**src/rtl/txmux_pkg.sv**
```systemverilog
// Package: shared register addresses and status bit positions for the
// transmit line scanner. Assumes a 2-bit register address space.
package txmux_pkg;
    localparam int unsigned A_STATUS = 0;
    localparam int unsigned A_MASK   = 1;
    localparam int unsigned A_DATA   = 2;

    localparam int unsigned ST_CLR  = 0;   // clear command / in-progress
    localparam int unsigned ST_SCAN = 1;   // master scan enable
    localparam int unsigned ST_TIE  = 2;   // transmit interrupt enable
    localparam int unsigned ST_RDY  = 7;   // transmit ready flag
    localparam int unsigned ST_LINE = 8;   // reported line field base
endpackage

```
**src/rtl/txmux_ser.sv**
```systemverilog
// Module: one line serializer. Sends start, 8 data bits LSB first, stop.
// Assumes load is only honoured when idle; abort returns the line to idle.
module txmux_ser #(
    parameter int unsigned BIT_CYC = 4
) (
    input  logic       clk,
    input  logic       rst_n,
    input  logic       abort,
    input  logic       load,
    input  logic [7:0] data,
    output logic       txd,
    output logic       idle
);
    localparam int unsigned CW = (BIT_CYC > 1) ? $clog2(BIT_CYC) : 1;
    localparam logic [CW-1:0] CNT_TOP = CW'(BIT_CYC - 1);

    logic [9:0]    shreg;
    logic [3:0]    bits_left;
    logic [CW-1:0] cnt;
    logic          busy;

    // Purpose: load a frame, then shift one bit every BIT_CYC clocks.
    always_ff @(posedge clk) begin
        if (!rst_n || abort) begin
            shreg     <= '1;
            bits_left <= '0;
            cnt       <= '0;
            busy      <= 1'b0;
        end else if (!busy) begin
            if (load) begin
                shreg     <= {1'b1, data, 1'b0};
                bits_left <= 4'd10;
                cnt       <= CNT_TOP;
                busy      <= 1'b1;
            end
        end else if (cnt == '0) begin
            shreg     <= {1'b1, shreg[9:1]};
            bits_left <= bits_left - 4'd1;
            cnt       <= CNT_TOP;
            if (bits_left == 4'd1) begin
                busy <= 1'b0;
            end
        end else begin
            cnt <= cnt - 1'b1;
        end
    end

    // Purpose: drive the line; idle level is high.
    always_comb begin
        txd  = busy ? shreg[0] : 1'b1;
        idle = !busy;
    end
endmodule

```
**src/rtl/txmux_arbiter.sv**
```systemverilog
// Module: round-robin scanner. Steps one line per clock while searching,
// holds the found line until it is served, disabled or scanning stops.
// Assumes flush is held for the whole clear period.
module txmux_arbiter #(
    parameter int unsigned NLINES = 4
) (
    input  logic                      clk,
    input  logic                      rst_n,
    input  logic                      flush,
    input  logic                      scan_en,
    input  logic [NLINES-1:0]         mask,
    input  logic [NLINES-1:0]         idle,
    input  logic                      take,
    output logic                      rdy,
    output logic [$clog2(NLINES)-1:0] line
);
    localparam int unsigned LW = $clog2(NLINES);
    localparam logic [LW-1:0] LAST = LW'(NLINES - 1);

    logic [LW-1:0] ptr;
    logic [LW-1:0] ptr_nxt;

    // Purpose: wrap the search pointer after the last line.
    always_comb begin
        ptr_nxt = (ptr == LAST) ? '0 : ptr + 1'b1;
    end

    // Purpose: search, hold and release the reported line.
    always_ff @(posedge clk) begin
        if (!rst_n || flush) begin
            ptr  <= '0;
            rdy  <= 1'b0;
            line <= '0;
        end else if (rdy) begin
            if (take || !mask[line] || !scan_en) begin
                rdy <= 1'b0;
            end
        end else if (scan_en) begin
            if (mask[ptr] && idle[ptr]) begin
                rdy  <= 1'b1;
                line <= ptr;
            end
            ptr <= ptr_nxt;
        end
    end
endmodule

```
**src/rtl/txmux_clr.sv**
```systemverilog
// Module: clear sequencer. A start pulse keeps busy high for CLR_CYCLES
// clocks. Assumes start is ignored by the caller while busy.
module txmux_clr #(
    parameter int unsigned CLR_CYCLES = 4
) (
    input  logic clk,
    input  logic rst_n,
    input  logic start,
    output logic busy
);
    localparam int unsigned CW = $clog2(CLR_CYCLES + 1);

    logic [CW-1:0] cnt;

    // Purpose: count down the clear period.
    always_ff @(posedge clk) begin
        if (!rst_n) begin
            cnt <= '0;
        end else if (start) begin
            cnt <= CW'(CLR_CYCLES);
        end else if (cnt != '0) begin
            cnt <= cnt - 1'b1;
        end
    end

    // Purpose: busy while the count is running.
    always_comb begin
        busy = (cnt != '0);
    end
endmodule

```
**src/rtl/txmux_scan.sv**
```systemverilog
// Module: top of the multiplexed transmit scanner. Holds the control
// registers, decodes the register window and ties the scanner, clear
// sequencer and per-line serializers together.
// Assumes NLINES <= 8 so the line field fits in the status word.
module txmux_scan
    import txmux_pkg::*;
#(
    parameter int unsigned NLINES     = 4,
    parameter int unsigned BIT_CYC    = 4,
    parameter int unsigned CLR_CYCLES = 4,
    parameter int unsigned AW         = 2,
    parameter int unsigned DW         = 16
) (
    input  logic              clk,
    input  logic              rst_n,
    input  logic              reg_wr,
    input  logic [AW-1:0]     reg_addr,
    input  logic [DW-1:0]     reg_wdata,
    output logic [DW-1:0]     reg_rdata,
    output logic              tx_irq,
    output logic [NLINES-1:0] txd
);
    localparam int unsigned LW = $clog2(NLINES);

    logic [NLINES-1:0] mask_q;
    logic              mse_q;
    logic              tie_q;
    logic              clr_busy;
    logic              clr_start;
    logic              wr_ok;
    logic              take;
    logic              rdy;
    logic [LW-1:0]     rep_line;
    logic [NLINES-1:0] ser_idle;
    logic [NLINES-1:0] load_vec;

    // Purpose: decode register writes; all writes are dropped during a clear.
    always_comb begin
        wr_ok     = reg_wr && !clr_busy;
        clr_start = wr_ok && (reg_addr == AW'(A_STATUS)) && reg_wdata[ST_CLR];
        take      = wr_ok && (reg_addr == AW'(A_DATA)) && rdy;
    end

    // Purpose: hold mask and control bits; a clear command zeroes them.
    always_ff @(posedge clk) begin
        if (!rst_n || clr_start) begin
            mask_q <= '0;
            mse_q  <= 1'b0;
            tie_q  <= 1'b0;
        end else if (wr_ok) begin
            if (reg_addr == AW'(A_STATUS)) begin
                mse_q <= reg_wdata[ST_SCAN];
                tie_q <= reg_wdata[ST_TIE];
            end else if (reg_addr == AW'(A_MASK)) begin
                mask_q <= reg_wdata[NLINES-1:0];
            end
        end
    end

    txmux_clr #(.CLR_CYCLES(CLR_CYCLES)) u_clr (
        .clk   (clk),
        .rst_n (rst_n),
        .start (clr_start),
        .busy  (clr_busy)
    );

    txmux_arbiter #(.NLINES(NLINES)) u_arb (
        .clk     (clk),
        .rst_n   (rst_n),
        .flush   (clr_busy),
        .scan_en (mse_q),
        .mask    (mask_q),
        .idle    (ser_idle),
        .take    (take),
        .rdy     (rdy),
        .line    (rep_line)
    );

    generate
        for (genvar gi = 0; gi < NLINES; gi++) begin : g_line
            // Purpose: steer the data write to the reported line only.
            always_comb begin
                load_vec[gi] = take && (rep_line == LW'(gi));
            end

            txmux_ser #(.BIT_CYC(BIT_CYC)) u_ser (
                .clk   (clk),
                .rst_n (rst_n),
                .abort (clr_busy),
                .load  (load_vec[gi]),
                .data  (reg_wdata[7:0]),
                .txd   (txd[gi]),
                .idle  (ser_idle[gi])
            );
        end
    endgenerate

    // Purpose: read mux for the register window.
    always_comb begin
        reg_rdata = '0;
        if (reg_addr == AW'(A_STATUS)) begin
            reg_rdata[ST_CLR]          = clr_busy;
            reg_rdata[ST_SCAN]         = mse_q;
            reg_rdata[ST_TIE]          = tie_q;
            reg_rdata[ST_RDY]          = rdy;
            reg_rdata[ST_LINE +: LW]   = rdy ? rep_line : '0;
        end else if (reg_addr == AW'(A_MASK)) begin
            reg_rdata[NLINES-1:0] = mask_q;
        end
    end

    // Purpose: interrupt request from ready and enable.
    always_comb begin
        tx_irq = rdy && tie_q;
    end
endmodule

```
**config.mk**
```make
export PLATFORM = sky130hd
export DESIGN_NAME = txmux_scan
export DESIGN_NICKNAME = d
export VERILOG_FILES = /design/src/rtl/txmux_pkg.sv /design/src/rtl/txmux_ser.sv /design/src/rtl/txmux_arbiter.sv /design/src/rtl/txmux_clr.sv /design/src/rtl/txmux_scan.sv
export SDC_FILE = /design/constraint.sdc
export NUM_CORES = 1
export LEC_CHECK = 0
export BUFFER_PORTS_ARGS = -buffer_cell sky130_fd_sc_hd__buf_4
export CAP_MARGIN = 10
export CORE_MARGIN = 2
export CORE_UTILIZATION = 44
export DETAILED_ROUTE_END_ITERATION = 6
export HOLD_SLACK_MARGIN = 0.08
export PLACE_DENSITY = 0.62
export RECOVER_POWER = 50
export SLEW_MARGIN = 20
export SYNTH_ARGS = -nofsm -noshare
export SYNTH_HDL_FRONTEND = slang
export SYNTH_SLANG_ARGS = --single-unit
```
**constraint.sdc**
```tcl
create_clock -name clk -period 4.7 [get_ports clk]
set_input_delay 0.47 -clock clk [delete_from_list [all_inputs] [get_ports clk]]
set_output_delay 0.47 -clock clk [all_outputs]
set_load 0.05 [all_outputs]
```
==> results of run 1 <==
[flip-flops by register name, indices dropped and copies added (netlist names)]
register                flops
u_arb.line                  2
g_line.u_ser.busy           4
tie_q                       1
g_line.u_ser.shreg         36
u_clr.cnt                   3
u_arb.ptr                   2
u_arb.rdy                   1
g_line.u_ser.bits_left     16
mask_q                      4
g_line.u_ser.cnt            8
mse_q                       1
[per-layer routing]
| layer | up-vias | routed length [microns] | track usage [%] |
|---|---|---|---|
| met1 | 1496 | 3910 | 24.0 |
| li1 | 1565 | - | - |
| met5 | - | 0 | 0 |
| met4 | 0 | 71 | 4.91 |
| met2 | 53 | 3890 | 29.6 |
| met3 | 7 | 340 | 4.01 |
[worst paths after layout]
kind                            cells past startpoint                startpoint                      endpoint  slack (ps)
worst max-delay path                                7              u_clr.cnt[0]  g_line[0].u_ser.bits_left[1]        1590
worst min-delay path                                2                     rst_n                  u_clr.cnt[2]         400
worst max register to register                      7              u_clr.cnt[0]  g_line[0].u_ser.bits_left[1]        1590
worst min register to register                      2  g_line[3].u_ser.shreg[0]      g_line[3].u_ser.shreg[0]         470
[power breakdown]
part	internal, mW	switching [mW]	leakage [nW]
clock	0.372	0.234	0.129
combinational	0.0690	0.177	0.790
sequential	0.672	0.00924	0.630
[final cells by class]
| class | instances | area, sq um |
|---|---|---|
| fillers | 856 | 4400 |
| multi-input cells | 309 | 2030 |
| flip-flops and latches | 78 | 1560 |
| clock buffers | 14 | 193 |
| repair buffers | 27 | 169 |
| well taps | 108 | 135 |
| inverters | 24 | 90.1 |
| clock inverters | 2 | 60.1 |
[cell usage in the layout (no fill, tap or decap), types with 6 or more instances in the layout]
cell type,netlist,layout
a31oi_1,18,18
clkbuf_1,14,9
nor2b_1,15,15
o21ai_0,21,21
clkbuf_8,0,14
conb_1,1,9
a21oi_1,14,14
nand2b_1,7,7
mux2i_1,26,26
dfxtp_1,78,78
inv_1,24,24
buf_4,14,18
nor2_1,48,48
ha_1,16,16
a211oi_1,22,22
nor3_1,26,26
nand2_1,23,23
a311oi_1,6,6
[worst reg2reg max path, stage by stage, from the launching register on]
cell      delay, ps
dfxtp_1         330
inv_1            50
ha_1            160
ha_1            360
nand4b_1        840
o31ai_4        1000
nor2_1           80
a311oi_1        200
[cell families after synthesis]
kind of cell | after synthesis
xor+xnor | 2
other cells | 1
compound gates | 101
fa+ha+maj | 16
buf+inv | 63
mux | 27
simple gates | 154
flops | 78
[metrics by stage]
| stage | setup slack (ps) | total power [mW] |
|---|---|---|
| 2_1_floorplan | 1790 | 0.897 |
| 3_3_place_gp | 2280 | 0.947 |
| 3_5_place_dp | 2250 | 0.952 |
| 4_1_cts | 2230 | 1.56 |
| 5_1_grt | 1320 | 1.61 |
| 6_report | 1590 | 1.53 |
==> results.py, run 1 <==
metrics = {
    "floorplan": {
        "rows": 34,
        "dieArea_sq_um": 9610,
        "core_area_sq_um": 8640,
        "die_w_microns": 98.0,
        "io_pins": 42,
        "start_util_pct": 45.0,
        "die_h_microns": 98.0,
    },
    "global_route": {
        "grt_first_pass_wirelength_microns": 14100,
        "grt_pass1_vias": 2881,
        "antenna_found_initial": 0,
        "grt_use_total_pct": 18.0,
        "overflow": 0,
        "grt_max_degree": 41,
    },
    "yosys": {
        "synth_top_family_by_area": "simple AND/OR/NAND/NOR gates",
        "yosys-top-cells-area": "dfxtp_1, mux2i_1, ha_1",
        "synth_compound_gate_area_share_pct": 18.1,
        "synth.most_common_cell": "dfxtp_1",
        "synthArstFlopShare_pct": 0,
        "synth-xor-area-share_pct": 0.450,
        "synthSimpleGateAreaFrac_pct": 20.8,
        "syn_area_sq_um": 3890,
        "synth.area.mux_share_pct": 7.27,
        "yosys.area.top_type": "dfxtp_1",
        "synth_seq_cells": 78,
        "synth_area_per_cell_sq_um": 8.80,
        "synth_cell_type_count": 54,
        "seq_area_frac_synth_pct": 40.2,
        "yosysTopAreaCellShare_pct": 40.2,
        "synth_edf_count": 0,
        "synth_common_cells": "dfxtp_1, nor2_1, mux2i_1, nor3_1, inv_1",
        "synthFlopType": "dfxtp_1",
        "yosysWarningCount": 0,
        "syn_inst": 442,
        "synthAdderAreaFrac_pct": 5.15,
    },
    "sta": {
        "hold_viol_final": 0,
        "maxSlewHeadroom_pct": 33.4,
        "rsz0062_at_grt": "false",
        "setup_tns_ps": 0,
        "layout_min_cycle_time_ps": 3110,
        "fin_hold_ws_ps": 403,
        "fmax_mhz": 321,
        "tightest_slew_ps": 994,
        "finalSetupViolations": 0,
        "fin_skew_ps": 7.37,
        "timing.final.crit_share_pct": 66.3,
        "drv_slew": 0,
    },
    "cells_and_area": {
        "antenna_cells": 0,
        "final_nets": 486,
        "fin_util_pct": 49.1,
        "area_growth_pct": 9.04,
        "design_area_sq_um": 4240,
        "fin_cells": 562,
        "drive_gt1_share_pct": 9.69,
    },
    "route": {
        "drt.antenna.violating_nets": 0,
        "vias_per_cell": 5.55,
        "wl_per_cell_microns": 14.6,
        "via_count": 3121,
        "drc": 0,
        "dr.pass1.iters": 4,
        "drt_wl_total_microns": 8220,
        "drt_iter0_markers": 188,
    },
    "placed_design": {
        "dp.cells": 546,
        "io_buffers": 24,
        "hpwl_microns": 5450,
        "finalWeightedCongestion": 0.746,
        "placed_area_sq_um": 4040,
    },
    "clock_tree": {
        "cts_buffers": 9,
        "cts_resized": 0,
        "cts.clk_slew.worst_paths_ps": 80,
        "clock_path_buffers": 2,
        "ctsHtreeMaxLevel": 3,
        "cts_sinks": 78,
        "cts_tree": "yes",
        "post-cts-setup-buffers": 0,
        "cts-hold-fix-buffers": 0,
        "cts_root_buf": "clkbuf_8",
        "clk_latency_ps": 340,
    },
    "setup_path": {
        "crit_family": "compound AO/OA/AOI/OAI gates",
        "crit_required_ps": 4950,
        "path_buf_inv": 1,
        "path_max_fanout": 18,
        "cp_slowest_cell": "o31ai_4",
        "path_class": "flip-flop to flip-flop",
        "crit_chain": "inv_1, ha_1, ha_1, nand4b_1, o31ai_4, nor2_1, a311oi_1",
        "cp_data_arrival_time_ps": 3360,
        "cp_slowest_stage_delay_ps": 1000,
        "cp_common_cell": "ha_1",
        "endpoint_kind": "flip-flop",
        "cp-start-kind": "flip-flop",
    },
    "power": {
        "p_per_area_nw_per_um2": 362,
        "p_leak_nw": 1.55,
        "irDropWorstVdd_mv": 0.179,
    },
    "outcome": {
        "status": "complete, no violations",
    },
    "job": {
        "drv_cap": 0,
    },
    "hold_path": {
        "hp-class": "input port to flip-flop",
    },
}
Note: power is estimated with default switching activity, not from simulation.
==> run 2, diff against run 1 <==
- PLACE_DENSITY: 0.62 -> 0.64
- clock period: 4.7 -> 2.6 ns (I/O delays scaled with it)
==> results.py, run 2 (synthesis gave the netlist of run 1 again) <==
metrics = {
    "outcome": {
        "status": "complete, no violations",
    },
    "clock_tree": {
        "cts_root_buf": "clkbuf_8",
        "cts_tree": "yes",
        "cts_sinks": 78,
        "clk_latency_ps": 360,
        "cts_resized": 0,
        "cts-hold-fix-buffers": 0,
        "post-cts-setup-buffers": 0,
        "clock_path_buffers": 2,
        "cts_buffers": 9,
        "cts.clk_slew.worst_paths_ps": 80,
        "ctsHtreeMaxLevel": 3,
    },
    "setup_path": {
        "r2r-start": "u_clr.cnt[0]",
        "path_buf_inv": 3,
        "cp_data_arrival_time_ps": 2510,
        "crit_family": "buffers and inverters",
        "cp_common_cell": "ha_1",
        "endpoint_kind": "flip-flop",
        "crit_required_ps": 2890,
        "cp_slowest_stage_delay_ps": 630,
        "startpoint": "u_clr.cnt[0]",
        "cp_slowest_cell": "clkbuf_2",
        "cp-start-kind": "flip-flop",
        "crit_chain": "inv_1, ha_1, ha_1, buf_4, and2_1, clkbuf_2, o311ai_0, nor2_1",
        "path_class": "flip-flop to flip-flop",
        "path_max_fanout": 41,
    },
    "sta": {
        "tightest_slew_ps": 887,
        "fin_hold_ws_ps": 180,
        "finalSetupViolations": 0,
        "maxSlewHeadroom_pct": 40.9,
        "rsz0062_at_grt": "false",
        "drv_slew": 0,
        "setup_tns_ps": 0,
        "fin_skew_ps": 11.4,
        "hold_viol_final": 0,
        "timing.final.crit_share_pct": 85.1,
        "layout_min_cycle_time_ps": 2210,
        "fmax_mhz": 452,
    },
    "placed_design": {
        "finalWeightedCongestion": 0.795,
        "dp.cells": 553,
        "io_buffers": 24,
        "hpwl_microns": 5510,
    },
    "job": {
        "drv_cap": 0,
    },
    "power": {
        "p_per_area_nw_per_um2": 626,
        "intPower_mw": 1.87,
        "pwr-share-clk_pct": 35.8,
        "p_leak_nw": 1.57,
        "power.net_switching_mw": 0.794,
        "power_frac_seq_pct": 46.2,
        "switching_share_pct": 29.8,
        "pwr-share-comb_pct": 18.0,
        "irDropWorstVdd_mv": 0.423,
    },
    "cells_and_area": {
        "drive_gt1_share_pct": 11.1,
        "final_nets": 493,
        "fin_cells": 568,
        "area_growth_pct": 9.49,
        "multi_input_area_sq_um": 2050,
        "largest_reg_flops": 36,
        "regArea_sq_um": 1560,
        "layout_common_cells": "dfxtp_1, nor2_1, mux2i_1, nor3_1, inv_1",
        "nFillCells": 851,
        "antenna_cells": 0,
        "final_common_cell": "dfxtp_1",
        "top_register": "g_line.u_ser.shreg",
        "top_regs": "g_line.u_ser.shreg: 36 flops, g_line.u_ser.bits_left: 16 flops, g_line.u_ser.cnt: 8 flops",
    },
    "route": {
        "vias_per_cell": 5.44,
        "wl_per_cell_microns": 14.5,
        "drt.antenna.violating_nets": 0,
        "drc": 0,
        "via_count": 3088,
        "drt_wl_total_microns": 8230,
        "dr.pass1.iters": 4,
        "drt_iter0_markers": 133,
    },
    "floorplan": {
        "dieArea_sq_um": 9610,
        "start_util_pct": 45.0,
        "die_w_microns": 98.0,
        "rows": 34,
        "die_h_microns": 98.0,
        "io_pins": 42,
        "core_area_sq_um": 8640,
    },
    "global_route": {
        "grt_max_degree": 42,
        "grt_use_total_pct": 17.9,
        "antenna_found_initial": 0,
        "grt_first_pass_wirelength_microns": 14000,
        "grt_pass1_vias": 2900,
        "overflow": 0,
    },
    "hold_path": {
        "hp-class": "input port to flip-flop",
        "min-delay-start": "rst_n",
    },
}
## run 2: changes by cell type in the layout (fill, tap and decap cells not counted), moves of 2 or more
| cell | delta |
|---|---|
| buf_4 | +5 |
| clkbuf_2 | +2 |
| and2_1 | +3 |
| and2_0 | -3 |
| clkbuf_8 | -2 |
## run 2: layer usage
metal | wire length (microns) | up-vias | GRT usage (%)
met2 | 3800 | 52 | 28.9
met1 | 3970 | 1445 | 23.5
met5 | 0 | - | 0
met3 | 344 | 12 | 5.08
li1 | - | 1579 | -
met4 | 118 | 0 | 5.56
## run 2: worst register-to-register path, stage by stage (launching register included)
cell	delay, ps
dfxtp_1	330
inv_1	60
ha_1	170
ha_1	220
buf_4	190
and2_1	130
clkbuf_2	630
o311ai_0	300
nor2_1	130
## run 2: final timing paths
check        cells after the start  slack [ps]                      endpoint
max                              8         390  g_line[1].u_ser.bits_left[3]
min reg2reg                      1         470  g_line[3].u_ser.bits_left[3]
max reg2reg                      8         390  g_line[1].u_ser.bits_left[3]
min                              2         180                  u_clr.cnt[2]
## run 2: power groups by stage
| stage | Sequential [mW] | Clock, mW | Combinational [mW] |
|---|---|---|---|
| final | 1.23 | 0.953 | 0.480 |
| after global routing | 1.24 | 1.02 | 0.525 |
| after CTS | 1.23 | 0.979 | 0.488 |
| after floorplan | 1.25 | 0 | 0.367 |
| after detailed placement | 1.26 | 0 | 0.485 |
| after global placement | 1.26 | 0 | 0.479 |
## run 2: metrics by stage
| stage | total power, mW | cell area (sq um) | utilization, % | worst slack, ps |
|---|---|---|---|---|
| detailed placement | 1.74 | 4090 | 47.3 | 520 |
| CTS | 2.70 | 4300 | 49.8 | 483 |
| global route | 2.78 | 4260 | 49.3 | 184 |
| floorplan | 1.62 | 3920 | - | 108 |
| finish | 2.66 | 4260 | 49.3 | 387 |
| global placement | 1.74 | 4090 | 47.3 | 578 |
## run 2: layout make-up
type / count / area share, %
clock inverters: 3 / 0.999
inverters: 24 / 2.12
repair buffers: 34 / 5.08
multi-input cells: 309 / 48.1
flip-flops and latches: 78 / 36.7
well taps: 108 / 3.17
clock buffers: 12 / 3.88
